===== src/rtl/hz_pkg.sv =====
package hz_pkg;
  // Operand source codes for the ALU input multiplexers
  typedef enum logic [1:0] {
    SEL_RF  = 2'b00,
    SEL_WB  = 2'b01,
    SEL_MEM = 2'b10
  } byp_sel_e;
endpackage


===== src/rtl/hz_src_bypass.sv =====
module hz_src_bypass #(
  parameter int AW = 5
) (
  input  logic             clk,
  input  logic             rst_n,
  input  logic [AW-1:0]    src,
  input  logic [AW-1:0]    mem_rd,
  input  logic             mem_we,
  input  logic [AW-1:0]    wb_rd,
  input  logic             wb_we,
  output hz_pkg::byp_sel_e sel
);
  import hz_pkg::*;

  logic src_live;
  logic mem_hit;
  logic wb_hit;

  always_comb begin
    src_live = |src;
    mem_hit  = src_live && mem_we && (mem_rd == src);
    wb_hit   = src_live && wb_we  && (wb_rd  == src);
    if (mem_hit)     sel = SEL_MEM;
    else if (wb_hit) sel = SEL_WB;
    else             sel = SEL_RF;
  end

  // the unused code never leaves the unit
  assert_sel_legal_R10: assert property (@(posedge clk) disable iff (!rst_n)
    sel != 2'b11);

  // register 0 is always read from the file
  assert_zero_src_R5: assert property (@(posedge clk) disable iff (!rst_n)
    (src == '0) |-> (sel == SEL_RF));

  // a writeback selection implies a writing writeback stage with that register
  assert_wb_source_R2: assert property (@(posedge clk) disable iff (!rst_n)
    (sel == SEL_WB) |-> (wb_we && (wb_rd == src)));

  // a memory-stage writer to this register is never passed over
  assert_mem_priority_R3: assert property (@(posedge clk) disable iff (!rst_n)
    (mem_we && (mem_rd == src) && (src != '0)) |-> (sel == SEL_MEM));
endmodule


===== src/rtl/hz_load_use.sv =====
module hz_load_use #(
  parameter int AW   = 5,
  parameter int NSRC = 2
) (
  input  logic                     clk,
  input  logic                     rst_n,
  input  logic [NSRC-1:0][AW-1:0]  id_src,
  input  logic [AW-1:0]            ex_rd,
  input  logic                     ex_we,
  input  logic                     ex_load,
  output logic                     stall
);
  logic [NSRC-1:0] src_hit;
  logic            dst_live;

  always_comb dst_live = |ex_rd;

  for (genvar i = 0; i < NSRC; i++) begin : g_cmp
    always_comb src_hit[i] = dst_live && (id_src[i] == ex_rd);
  end

  always_comb stall = ex_load && ex_we && (|src_hit);

  // a stall is only ever caused by a writing load
  assert_stall_cause_R6: assert property (@(posedge clk) disable iff (!rst_n)
    stall |-> (ex_load && ex_we));

  // a load into register 0 never holds the front end
  assert_zero_dst_R8: assert property (@(posedge clk) disable iff (!rst_n)
    (ex_rd == '0) |-> !stall);
endmodule


===== src/rtl/hz_fwd_ctrl.sv =====
module hz_fwd_ctrl #(
  parameter int AW = 5
) (
  input  logic          clk,
  input  logic          rst_n,
  input  logic [AW-1:0] id_rs1,
  input  logic [AW-1:0] id_rs2,
  input  logic [AW-1:0] ex_rs1,
  input  logic [AW-1:0] ex_rs2,
  input  logic [AW-1:0] ex_rd,
  input  logic          ex_we,
  input  logic          ex_load,
  input  logic [AW-1:0] mem_rd,
  input  logic          mem_we,
  input  logic [AW-1:0] wb_rd,
  input  logic          wb_we,
  output logic [1:0]    sel_a,
  output logic [1:0]    sel_b,
  output logic          stall
);
  import hz_pkg::*;

  localparam int NSRC = 2;

  logic [NSRC-1:0][AW-1:0] id_src;
  logic [NSRC-1:0][AW-1:0] ex_src;
  byp_sel_e                sel_w [NSRC];

  always_comb begin
    id_src[0] = id_rs1;
    id_src[1] = id_rs2;
    ex_src[0] = ex_rs1;
    ex_src[1] = ex_rs2;
  end

  for (genvar i = 0; i < NSRC; i++) begin : g_opnd
    hz_src_bypass #(.AW(AW)) u_byp (
      .clk    (clk),
      .rst_n  (rst_n),
      .src    (ex_src[i]),
      .mem_rd (mem_rd),
      .mem_we (mem_we),
      .wb_rd  (wb_rd),
      .wb_we  (wb_we),
      .sel    (sel_w[i])
    );
  end

  hz_load_use #(.AW(AW), .NSRC(NSRC)) u_lu (
    .clk     (clk),
    .rst_n   (rst_n),
    .id_src  (id_src),
    .ex_rd   (ex_rd),
    .ex_we   (ex_we),
    .ex_load (ex_load),
    .stall   (stall)
  );

  always_comb begin
    sel_a = sel_w[0];
    sel_b = sel_w[1];
  end

  // an ALU producer is always covered by bypassing
  assert_alu_nostall_R7: assert property (@(posedge clk) disable iff (!rst_n)
    !ex_load |-> !stall);

  // one operand's choice does not constrain the other's
  assert_opnd_indep_R9: assert property (@(posedge clk) disable iff (!rst_n)
    (ex_rs1 == ex_rs2) |-> (sel_a == sel_b));
endmodule


===== config.mk =====
export PLATFORM = sky130hd
export DESIGN_NAME = hz_fwd_ctrl
export DESIGN_NICKNAME = d
export VERILOG_FILES = /design/src/rtl/hz_pkg.sv /design/src/rtl/hz_src_bypass.sv /design/src/rtl/hz_load_use.sv /design/src/rtl/hz_fwd_ctrl.sv
export SDC_FILE = /design/constraint.sdc
export NUM_CORES = 1
export LEC_CHECK = 0
export BUFFER_PORTS_ARGS = -buffer_cell sky130_fd_sc_hd__buf_2
export CORE_AREA = 2 2 39 41
export DETAILED_ROUTE_END_ITERATION = 16
export DIE_AREA = 0 0 41 43
export PLACE_DENSITY_LB_ADDON = 0.3
export SETUP_SLACK_MARGIN = 0.5
export SYNTH_ARGS = -nofsm -noshare
export SYNTH_HDL_FRONTEND = slang
export SYNTH_SLANG_ARGS = --single-unit

===== constraint.sdc =====
create_clock -name vclk -period 1.9
set_input_delay 0.285 -clock vclk [all_inputs]
set_output_delay 0.285 -clock vclk [all_outputs]
set_load 0.03 [all_outputs]

# Word-level counts from Yosys, hierarchy flattened
# Index checks and enable logic that the tools add are counted.
dict set report classes {
  n_eq_ne 6
  mux 4
  n_reduce_logical 16
}
# operator n
set op_table {}
lappend op_table {{$eq 5x5->1} 6}
lappend op_table {{$reduce_or 5->1} 3}
lappend op_table {{$logic_and 1x1->1} 12}
lappend op_table {{$mux 2} 2}
lappend op_table {{$mux 1} 2}
lappend op_table {{$reduce_or 2->1} 1}
dict set report word_totals {
  reg_bits 0
  in_bits 41
  output_inout_bits 5
  elab_cells 26
}

# Logic depth before layout (Yosys ltp)
# Gate-level depths: netlist of run 1.
dict set report logic_depth {
  depth_word 5
  depth_mapped 4
  depth_no_buf 4
}

# Hierarchy
# Synthesis of run 1 repeated with hierarchy kept, for this count alone.
dict set report hier_totals {
  cells_unflattened 55
  hier_area_um2 425.4
}
# mod n_inst cells_each area_each_um2 seq_area_each_um2
set by_module_without_submodules {}
lappend by_module_without_submodules {hz_src_bypass 2 19 146.4 0.0}
lappend by_module_without_submodules {hz_load_use 1 17 132.6 0.0}

# Worst setup path after synthesis of run 1
# OpenSTA, ideal clock, no wires.
dict set report synth_path {
  path_type {input -> output}
  start {in ex_rs1[0]}
  end {out sel_a[0]}
  t_arrival_ns 1.640
  required_time_ns 1.615
  slack_ns -0.025
  cell_stages 4
  path_buffers 0
  cell_sequence {or4_4 -> nor2_4 -> nor4_2 -> nor4_2}
}
dict set report synth_between {
  word_cells_on_any_way 9
  classes_between {eq/ne (2); mux (2); reduce/logical (5)}
}
# item line_no
set synth_lines {}
lappend synth_lines {{from (decl)} hz_fwd_ctrl.sv:8} ;# input logic [AW-1:0] ex_rs1,
lappend synth_lines {{$reduce_or 5->1} hz_src_bypass.sv:20} ;# src_live = |src;
lappend synth_lines {{$logic_and 1x1->1} hz_src_bypass.sv:21} ;# mem_hit = src_live && mem_we && (mem_rd == src);
lappend synth_lines {{$logic_and 1x1->1 *} hz_src_bypass.sv:21}
lappend synth_lines {{named net g_opnd[0].u_byp.mem_hit} hz_src_bypass.sv:16} ;# logic mem_hit;
lappend synth_lines {{$mux 2 *} hz_src_bypass.sv:23} ;# if (mem_hit) sel = SEL_MEM;
lappend synth_lines {{to (decl)} hz_fwd_ctrl.sv:17} ;# output logic [1:0] sel_a,
# Mark *: on every way through the listed nets, which the timed path passes. The rest lies on a longest branch.

# Final worst setup path of run 1
dict set report layout_path {
  start {in ex_rs1[0]}
  end {out sel_a[0]}
}
dict set report layout_between {
  elab_chain_cells 5
  word_cells_on_any_way 9
  classes_between {eq/ne (2); mux (2); reduce/logical (5)}
}
# item line_no
set layout_rtl {}
lappend layout_rtl {{$reduce_or 5->1} hz_src_bypass.sv:20}
lappend layout_rtl {{$logic_and 1x1->1 (2 in a row)} hz_src_bypass.sv:22} ;# wb_hit = src_live && wb_we && (wb_rd == src);
lappend layout_rtl {{$mux 1} hz_src_bypass.sv:24} ;# else if (wb_hit) sel = SEL_WB;
lappend layout_rtl {{$mux 2 *} hz_src_bypass.sv:23}
# Mark *: on every way between the ends. The rest lies on a longest branch, timed or not.

==> results.py, run 1 <==
metrics = {
    "setup_path": {
        "worstSetupEndpointType": "output pin",
        "crit_required_ps": 1620,
        "cp_max_fo": 3,
        "worstSetupPathType": "in2out",
        "startpoint_type": "input pin",
        "critPathArrivalTime_ps": 1510,
    },
    "outcome": {
        "status": "finished, final reports clean",
    },
    "floorplanning": {
        "die_w_um": 41,
        "coreArea_um2": 1380,
        "start_util_pct": 32.2,
        "ios": 46,
        "die_y_um": 43,
        "dieArea_um2": 1760,
        "num_rows": 14,
    },
    "cells_and_area": {
        "clock_buffers": 0,
        "finalInstanceArea_um2": 853,
        "antenna_cells": 0,
        "regArea_um2": 0,
        "layout.cells.most_common": "buf_2",
        "layout.nets": 146,
        "final_cell_mix": "33 x buf_2, 20 x xnor2_1, 10 x xor2_1, 9 x buf_4, 6 x buf_6",
        "syn2layout_area_growth_pct": 91.6,
        "seq_cells": 0,
        "drive_above_1_share_pct": 60.2,
    },
    "grt": {
        "grt_pass1_vias": 549,
        "antenna_found_initial": 0,
        "grt_max_degree": 4,
        "grt_usage_pct": 15.4,
        "grt_pass1_wl_um": 2020,
        "overflow": 0,
    },
    "sta": {
        "max_freq_mhz": 556,
        "finalSetupViolations": 0,
        "period_minus_slack_ps": 1800,
        "worst_slack_ps": 102,
        "report.final.slew_viol_count": 0,
        "period_share_pct": 94.6,
        "rsz0062_at_grt": "true",
        "hold_viol": 0,
        "fin_tns_setup_ps": 0,
        "max_slew.worst_pin.slew_ps": 313,
        "relSlewSlack_pct": 79.0,
    },
    "drt": {
        "wl_met3_um": 90,
        "top_layer": "met3",
        "avgViaCountPerCell": 4.59,
        "wl_met2_um": 761,
        "drtIter0Drc": 0,
        "totalWireLength_um": 1310,
        "num_vias": 546,
        "first_pass_iters": 1,
        "wire_per_inst_um": 11.0,
        "drtAntennaViolNets": 0,
        "wl_met1_um": 455,
        "route.detailed.drc": 0,
    },
    "power": {
        "p_leak_nw": 0.355,
        "irDropWorstVdd_mv": 0.103,
        "powerDensity_nw_per_um2": 199,
    },
    "logic_synthesis": {
        "synth_area_per_cell_um2": 8.40,
        "yosysWarnings": 0,
        "syn-num-nets": 94,
        "syn_area_um2": 445,
        "ys_seq_area_share_pct": 0,
        "ys_types": 13,
        "synth_cells": 53,
    },
    "place": {
        "gpl.final_weighted_congestion": 0.691,
        "place_area_um2": 707,
        "port_buffers": 44,
        "dp_hpwl_um": 1100,
        "post-place-ws_ps": 59.8,
    },
    "cts": {
        "postCtsHoldBufs": 0,
    },
    "hold_path": {
        "hold_class": "in2out",
    },
    "flow_run": {
        "max_cap_viol_count": 0,
    },
}
## worst paths after layout
kind,startpoint,endpoint,depth (start not counted)
max,ex_rs1[0],sel_a[0],6
min,ex_load,stall,4
## metal layers
layer	vias up	GRT usage, %
met5	-	0
met4	0	0
met3	0	1.05
met2	22	30.3
met1	237	17.4
li1	287	-
## where the power goes
part	internal [W]	leakage, nW	switching (W)
combinational	0.0000949	0.355	0.0000748
sequential	0	0	0
clock	0	0	0
total	0.0000949	0.355	0.0000748
## cell type report
| cell class | instances | area (µm²) |
|---|---|---|
| fill | 122 | 531 |
| multi-input combinational | 51 | 473 |
| tap | 16 | 20.0 |
| timing repair buffer | 52 | 360 |
## worst max-delay path: stages
cell	delay [ps]
buf_8	100
or4_4	540
nor2_4	130
nor4_4	70
nor4_4	200
buf_4	190
## per-stage QoR
stage / hold WS [ps] / util, % / cells / power [W]
6_report: 931 / 61.7 / 119 / 0.000170
3_5_place_dp: 962 / 51.1 / 113 / 0.000145
3_3_place_gp: 962 / 51.1 / 113 / 0.000144
4_1_cts: 938 / 57.7 / 117 / 0.000161
2_1_floorplan: 730 / - / 53 / 0.0000747
5_1_grt: 953 / 61.7 / 119 / 0.000185
## what timing repair did
action,4_1_cts,5_1_grt
endpoints found under the setup margin,5,5
resized for setup,18,10
setup buffers,4,2
pin swaps,2,2
## cells in the mapped netlist
library cell | instances | area [µm²]
buf_4 | 2 | 15.0
nand4_1 | 4 | 25.0
or4_4 | 2 | 22.5
nand3_1 | 2 | 10.0
xnor2_1 | 20 | 175
o211ai_1 | 1 | 7.51
a21oi_1 | 1 | 5.00
nor3_1 | 2 | 10.0
or4_1 | 1 | 7.51
nor2_4 | 2 | 22.5
xor2_1 | 10 | 87.6
nor4_2 | 4 | 50.1
nand2_1 | 2 | 7.51
## cells by family (layout without fill, tap and decap cells)
family	Yosys count	in the layout	share of synthesized area, %
XOR/XNOR	30	30	59.0
buffers and inverters	2	52	3.37
AO/OA/AOI/OAI	2	2	2.81
AND/OR/NAND/NOR	19	19	34.8
No activity file was read; power rests on OpenSTA's default activity.
==> inputs of run 2 (changes only) <==
Settings changed: GPL_TIMING_DRIVEN set to 0.
==> run 2 against run 1 <==
  * First-iteration DRC count rose by 6
  * Die area unchanged
  * Sequential share of layout area stayed put
  * Combinational power is 9% higher
  * Final cell count is 0.84% higher
  * Utilization is 4.1 points higher
  * Global-route usage is 3.8 points higher
  * Non-clock buffer count rose by 1
==> results.py, run 2 (synthesis results as in run 1) <==
metrics = {
    "power": {
        "swShare_pct": 43.5,
        "p_leak_nw": 0.385,
        "pwr-share-seq_pct": 0,
        "p_switching_w": 0.0000810,
        "irDropWorstVdd_mv": 0.0976,
        "power_w": 0.000186,
        "comb_power_share_pct": 100.0,
        "p_int_w": 0.000105,
        "power.share.clock_pct": 0,
        "powerDensity_nw_per_um2": 205,
    },
    "cts": {
        "postCtsHoldBufs": 0,
    },
    "setup_path": {
        "startpoint_type": "input pin",
        "crit_top_cell": "nor4_4",
        "path_cells": "buf_8, or4_4, nor2_4, nor4_4, nor4_4, buf_4",
        "cpMaxStageDelayCell": "or4_4",
        "crit_end": "sel_a[0]",
        "worstSetupPathType": "in2out",
        "crit_start": "ex_rs1[0]",
        "max_stage_delay_ps": 540,
        "critPathArrivalTime_ps": 1510,
        "cp_max_fo": 2,
        "worstSetupEndpointType": "output pin",
        "crit_required_ps": 1620,
    },
    "drt": {
        "avgViaCountPerCell": 4.59,
        "wire_per_inst_um": 12.4,
        "drtAntennaViolNets": 0,
        "num_vias": 551,
        "route.detailed.drc": 0,
        "totalWireLength_um": 1490,
        "drtIter0Drc": 6,
        "first_pass_iters": 3,
    },
    "cells_and_area": {
        "utilization_pct": 65.7,
        "drive_above_1_share_pct": 64.4,
        "seq_cells": 0,
        "layout.nets": 147,
        "regArea_um2": 0,
        "antenna_cells": 0,
        "layout.cells.most_common": "buf_2",
        "final_cell_mix": "29 x buf_2, 17 x xnor2_1, 11 x buf_4, 10 x xor2_1, 9 x buf_6",
        "finalInstanceArea_um2": 910,
        "syn2layout_area_growth_pct": 104,
        "num-fill-cells": 121,
        "clock_buffers": 0,
    },
    "hold_path": {
        "hold_class": "in2out",
    },
    "grt": {
        "grt_usage_pct": 19.2,
        "antenna_found_initial": 0,
        "grt_pass1_wl_um": 2370,
        "grt_pass1_vias": 600,
        "overflow": 0,
        "grt_max_degree": 4,
    },
    "sta": {
        "relSlewSlack_pct": 80.9,
        "period_minus_slack_ps": 1790,
        "fin_tns_setup_ps": 0,
        "period_share_pct": 94.3,
        "max_slew.worst_pin.slew_ps": 284,
        "report.final.slew_viol_count": 0,
        "fin_hold_ws_ps": 947,
        "max_freq_mhz": 558,
        "finalSetupViolations": 0,
        "rsz0062_at_grt": "true",
        "hold_viol": 0,
    },
    "place": {
        "dp_hpwl_um": 1110,
        "gpl.final_weighted_congestion": 0.717,
        "place_area_um2": 707,
        "port_buffers": 44,
    },
    "floorplanning": {
        "num_rows": 14,
        "start_util_pct": 32.2,
        "die_y_um": 43,
        "ios": 46,
        "coreArea_um2": 1380,
        "dieArea_um2": 1760,
        "die_w_um": 41,
    },
    "flow_run": {
        "max_cap_viol_count": 0,
    },
    "outcome": {
        "status": "finished, final reports clean",
    },
}
## run 2: cell count changes in the layout (fill, tap and decap cells not counted), sizes merged
cell,before,now
buf,52,53
## run 2: final cells by class
cell class	count	area, µm²	share of cell area, %
multi-input combinational	51	500	55.0
timing repair buffer	51	374	41.1
tap	16	20.0	2.20
buffer	2	15.0	1.65
## run 2: metrics by stage
step           instances  setup WS [ps]
2_1_floorplan         53            163
3_3_place_gp         113           18.4
3_5_place_dp         113           19.3
4_1_cts              118           91.4
5_1_grt              120           50.1
6_report             120            109
## run 2: repair_timing
item,CTS,global route
hold endpoints to repair,0,0
pin swaps,7,7
resized for setup,26,14
setup buffers,5,2
endpoints found under the setup margin,5,5
## run 2: critical path, delay by kind of cell
family | cells | cell delay (ps)
buf+inv | 2 | 280
simple gates | 4 | 940
## run 2: worst min path at each step
stage / cells past startpoint / slack (ps) / from / end
floorplan: 2 / 730 / wb_we / sel_a[0]
global placement: 4 / 960 / ex_load / stall
detailed placement: 4 / 960 / ex_load / stall
CTS: 4 / 940 / ex_load / stall
global route: 4 / 950 / ex_load / stall
finish: 4 / 950 / ex_load / stall
## run 2: power by group through the flow
stage                     logic [W]  registers [W]  clock network, W
final                      0.000186              0                 0
after global routing       0.000203              0                 0
after CTS                  0.000170              0                 0
after detailed placement   0.000145              0                 0
after global placement     0.000144              0                 0
after floorplan           0.0000747              0                 0
## run 2: metal layers
layer | GRT usage [%] | wire (µm)
met4 | 0 | 0
met2 | 42.2 | 938
met5 | 0 | 0
met1 | 17.4 | 454
met3 | 1.05 | 92
==> inputs of run 3 (changes only) <==
Settings changed: BUFFER_PORTS_ARGS -buffer_cell sky130_fd_sc_hd__buf_2 to -buffer_cell sky130_fd_sc_hd__clkbuf_2, CORE_AREA 2 2 39 41 to 4 4 41 43, DIE_AREA 0 0 41 43 to 0 0 45 47.
Clock period 1.9 ns to 1.7 ns, I/O delays scaled along.
==> run 3 against run 2 <==
  * The run now ends with setup timing left
  * Setup slack lost 190 ps
  * Final cell count did not move
  * Global-route usage fell by 5.7 points
  * Routed wire length grew 5.6%
  * Non-clock buffer count grew 1
  * Power rose by 8.8%
  * Utilization grew 3.5 points
  * Die area grew 20%
  * Critical endpoint is now sel_b[0]
  * Largest cell class unchanged
  * Largest power group unchanged
==> results.py, run 3 (synthesis results as in run 1) <==
metrics = {
    "setup_path": {
        "cp_max_fo": 3,
        "crit_required_ps": 1440,
        "worstSetupEndpointType": "output pin",
        "startpoint_type": "input pin",
        "critPathArrivalTime_ps": 1520,
        "worstSetupPathType": "in2out",
    },
    "sta": {
        "report.final.slew_viol_count": 0,
        "finalSetupViolations": 2,
        "fin_tns_setup_ps": -143,
        "hold_viol": 0,
        "rsz0062_at_grt": "true",
        "period_minus_slack_ps": 1780,
        "relSlewSlack_pct": 78.3,
        "max_freq_mhz": 563,
        "worst_slack_ps": -77.6,
        "max_slew.worst_pin.slew_ps": 323,
        "period_share_pct": 105,
    },
    "grt": {
        "grt_usage_pct": 13.5,
        "overflow": 0,
        "grt_pass1_vias": 599,
        "antenna_found_initial": 0,
        "grt_max_degree": 4,
        "grt_pass1_wl_um": 2230,
    },
    "place": {
        "post-place-ws_ps": -155,
        "port_buffers": 44,
        "dp_hpwl_um": 1260,
        "gpl.final_weighted_congestion": 0.717,
    },
    "power": {
        "p_leak_nw": 0.388,
        "power_w": 0.000203,
        "powerDensity_nw_per_um2": 225,
        "irDropWorstVdd_mv": 0.108,
    },
    "drt": {
        "drtAntennaViolNets": 0,
        "drtIter0Drc": 3,
        "num_vias": 573,
        "first_pass_iters": 4,
        "route.detailed.drc": 0,
        "avgViaCountPerCell": 4.78,
        "totalWireLength_um": 1570,
        "wire_per_inst_um": 13.1,
    },
    "cts": {
        "postCtsHoldBufs": 0,
    },
    "cells_and_area": {
        "num-fill-cells": 115,
        "final_cell_mix": "33 x clkbuf_2, 18 x xnor2_1, 10 x xor2_1, 10 x buf_4, 6 x buf_8",
        "drive_above_1_share_pct": 62.9,
        "seq_cells": 0,
        "clock_buffers": 0,
        "layout.cells.most_common": "clkbuf_2",
        "layout.nets": 148,
        "antenna_cells": 0,
        "utilization_pct": 69.2,
        "syn2layout_area_growth_pct": 102,
        "regArea_um2": 0,
    },
    "floorplanning": {
        "die_w_um": 45,
        "ios": 46,
        "num_rows": 13,
        "start_util_pct": 34.2,
        "coreArea_um2": 1300,
        "dieArea_um2": 2120,
        "die_y_um": 47,
    },
    "flow_run": {
        "max_cap_viol_count": 0,
    },
    "outcome": {
        "violations": "setup timing",
        "status": "complete, but fails checks",
    },
    "hold_path": {
        "hold_class": "in2out",
    },
}
-- run 3: timing repair --
action / in CTS / in global routing
cloned: 0 / 0
gates resized for setup: 14 / 21
pin swaps: 5 / 5
endpoints found under the hold margin: 0 / 0
setup endpoints to repair: 5 / 5
buffers inserted: 4 / 4
-- run 3: worst paths after layout --
| kind | from | end | slack (ps) | cells past startpoint |
|---|---|---|---|---|
| max | ex_rs2[4] | sel_b[0] | -80 | 6 |
| min | ex_load | stall | 880 | 4 |
-- run 3: critical path, stage by stage --
cell and delay [ps]:
buf_8 100, or4_4 530, nor2_4 160, nor4_4 70, nor4_4 210, clkbuf_8 200
-- run 3: routing by layer --
metal  GRT usage, %  vias to the layer above  share of wire (%)
met5              0                        -                  0
met4           1.17                        0                1.7
met3           1.53                        4                9.4
met2           24.3                       31                 51
met1           17.8                      246                 38
li1               -                      292                  -
-- run 3: metrics by stage --
| stage | hold slack, ps | cell area, µm² | instances |
|---|---|---|---|
| 2_1_floorplan | 670 | 467 | 53 |
| 3_3_place_gp | 895 | 706 | 112 |
| 6_report | 884 | 901 | 120 |
| 4_1_cts | 877 | 810 | 116 |
| 3_5_place_dp | 890 | 706 | 112 |
| 5_1_grt | 913 | 901 | 120 |
-- run 3: area by class of cell --
class              instances  area [µm²]  area share (%)
plain buffers              2        15.0            1.67
well taps                 15        18.8            2.08
repair buffers            52         379            42.1
multi-input cells         51         488            54.2
-- run 3: report_power, final --
group | total (W) | internal [W] | switching [W]
clock network | 0 | 0 | 0
logic | 0.000203 | 0.000113 | 0.0000898
registers | 0 | 0 | 0
total | 0.000203 | 0.000113 | 0.0000898
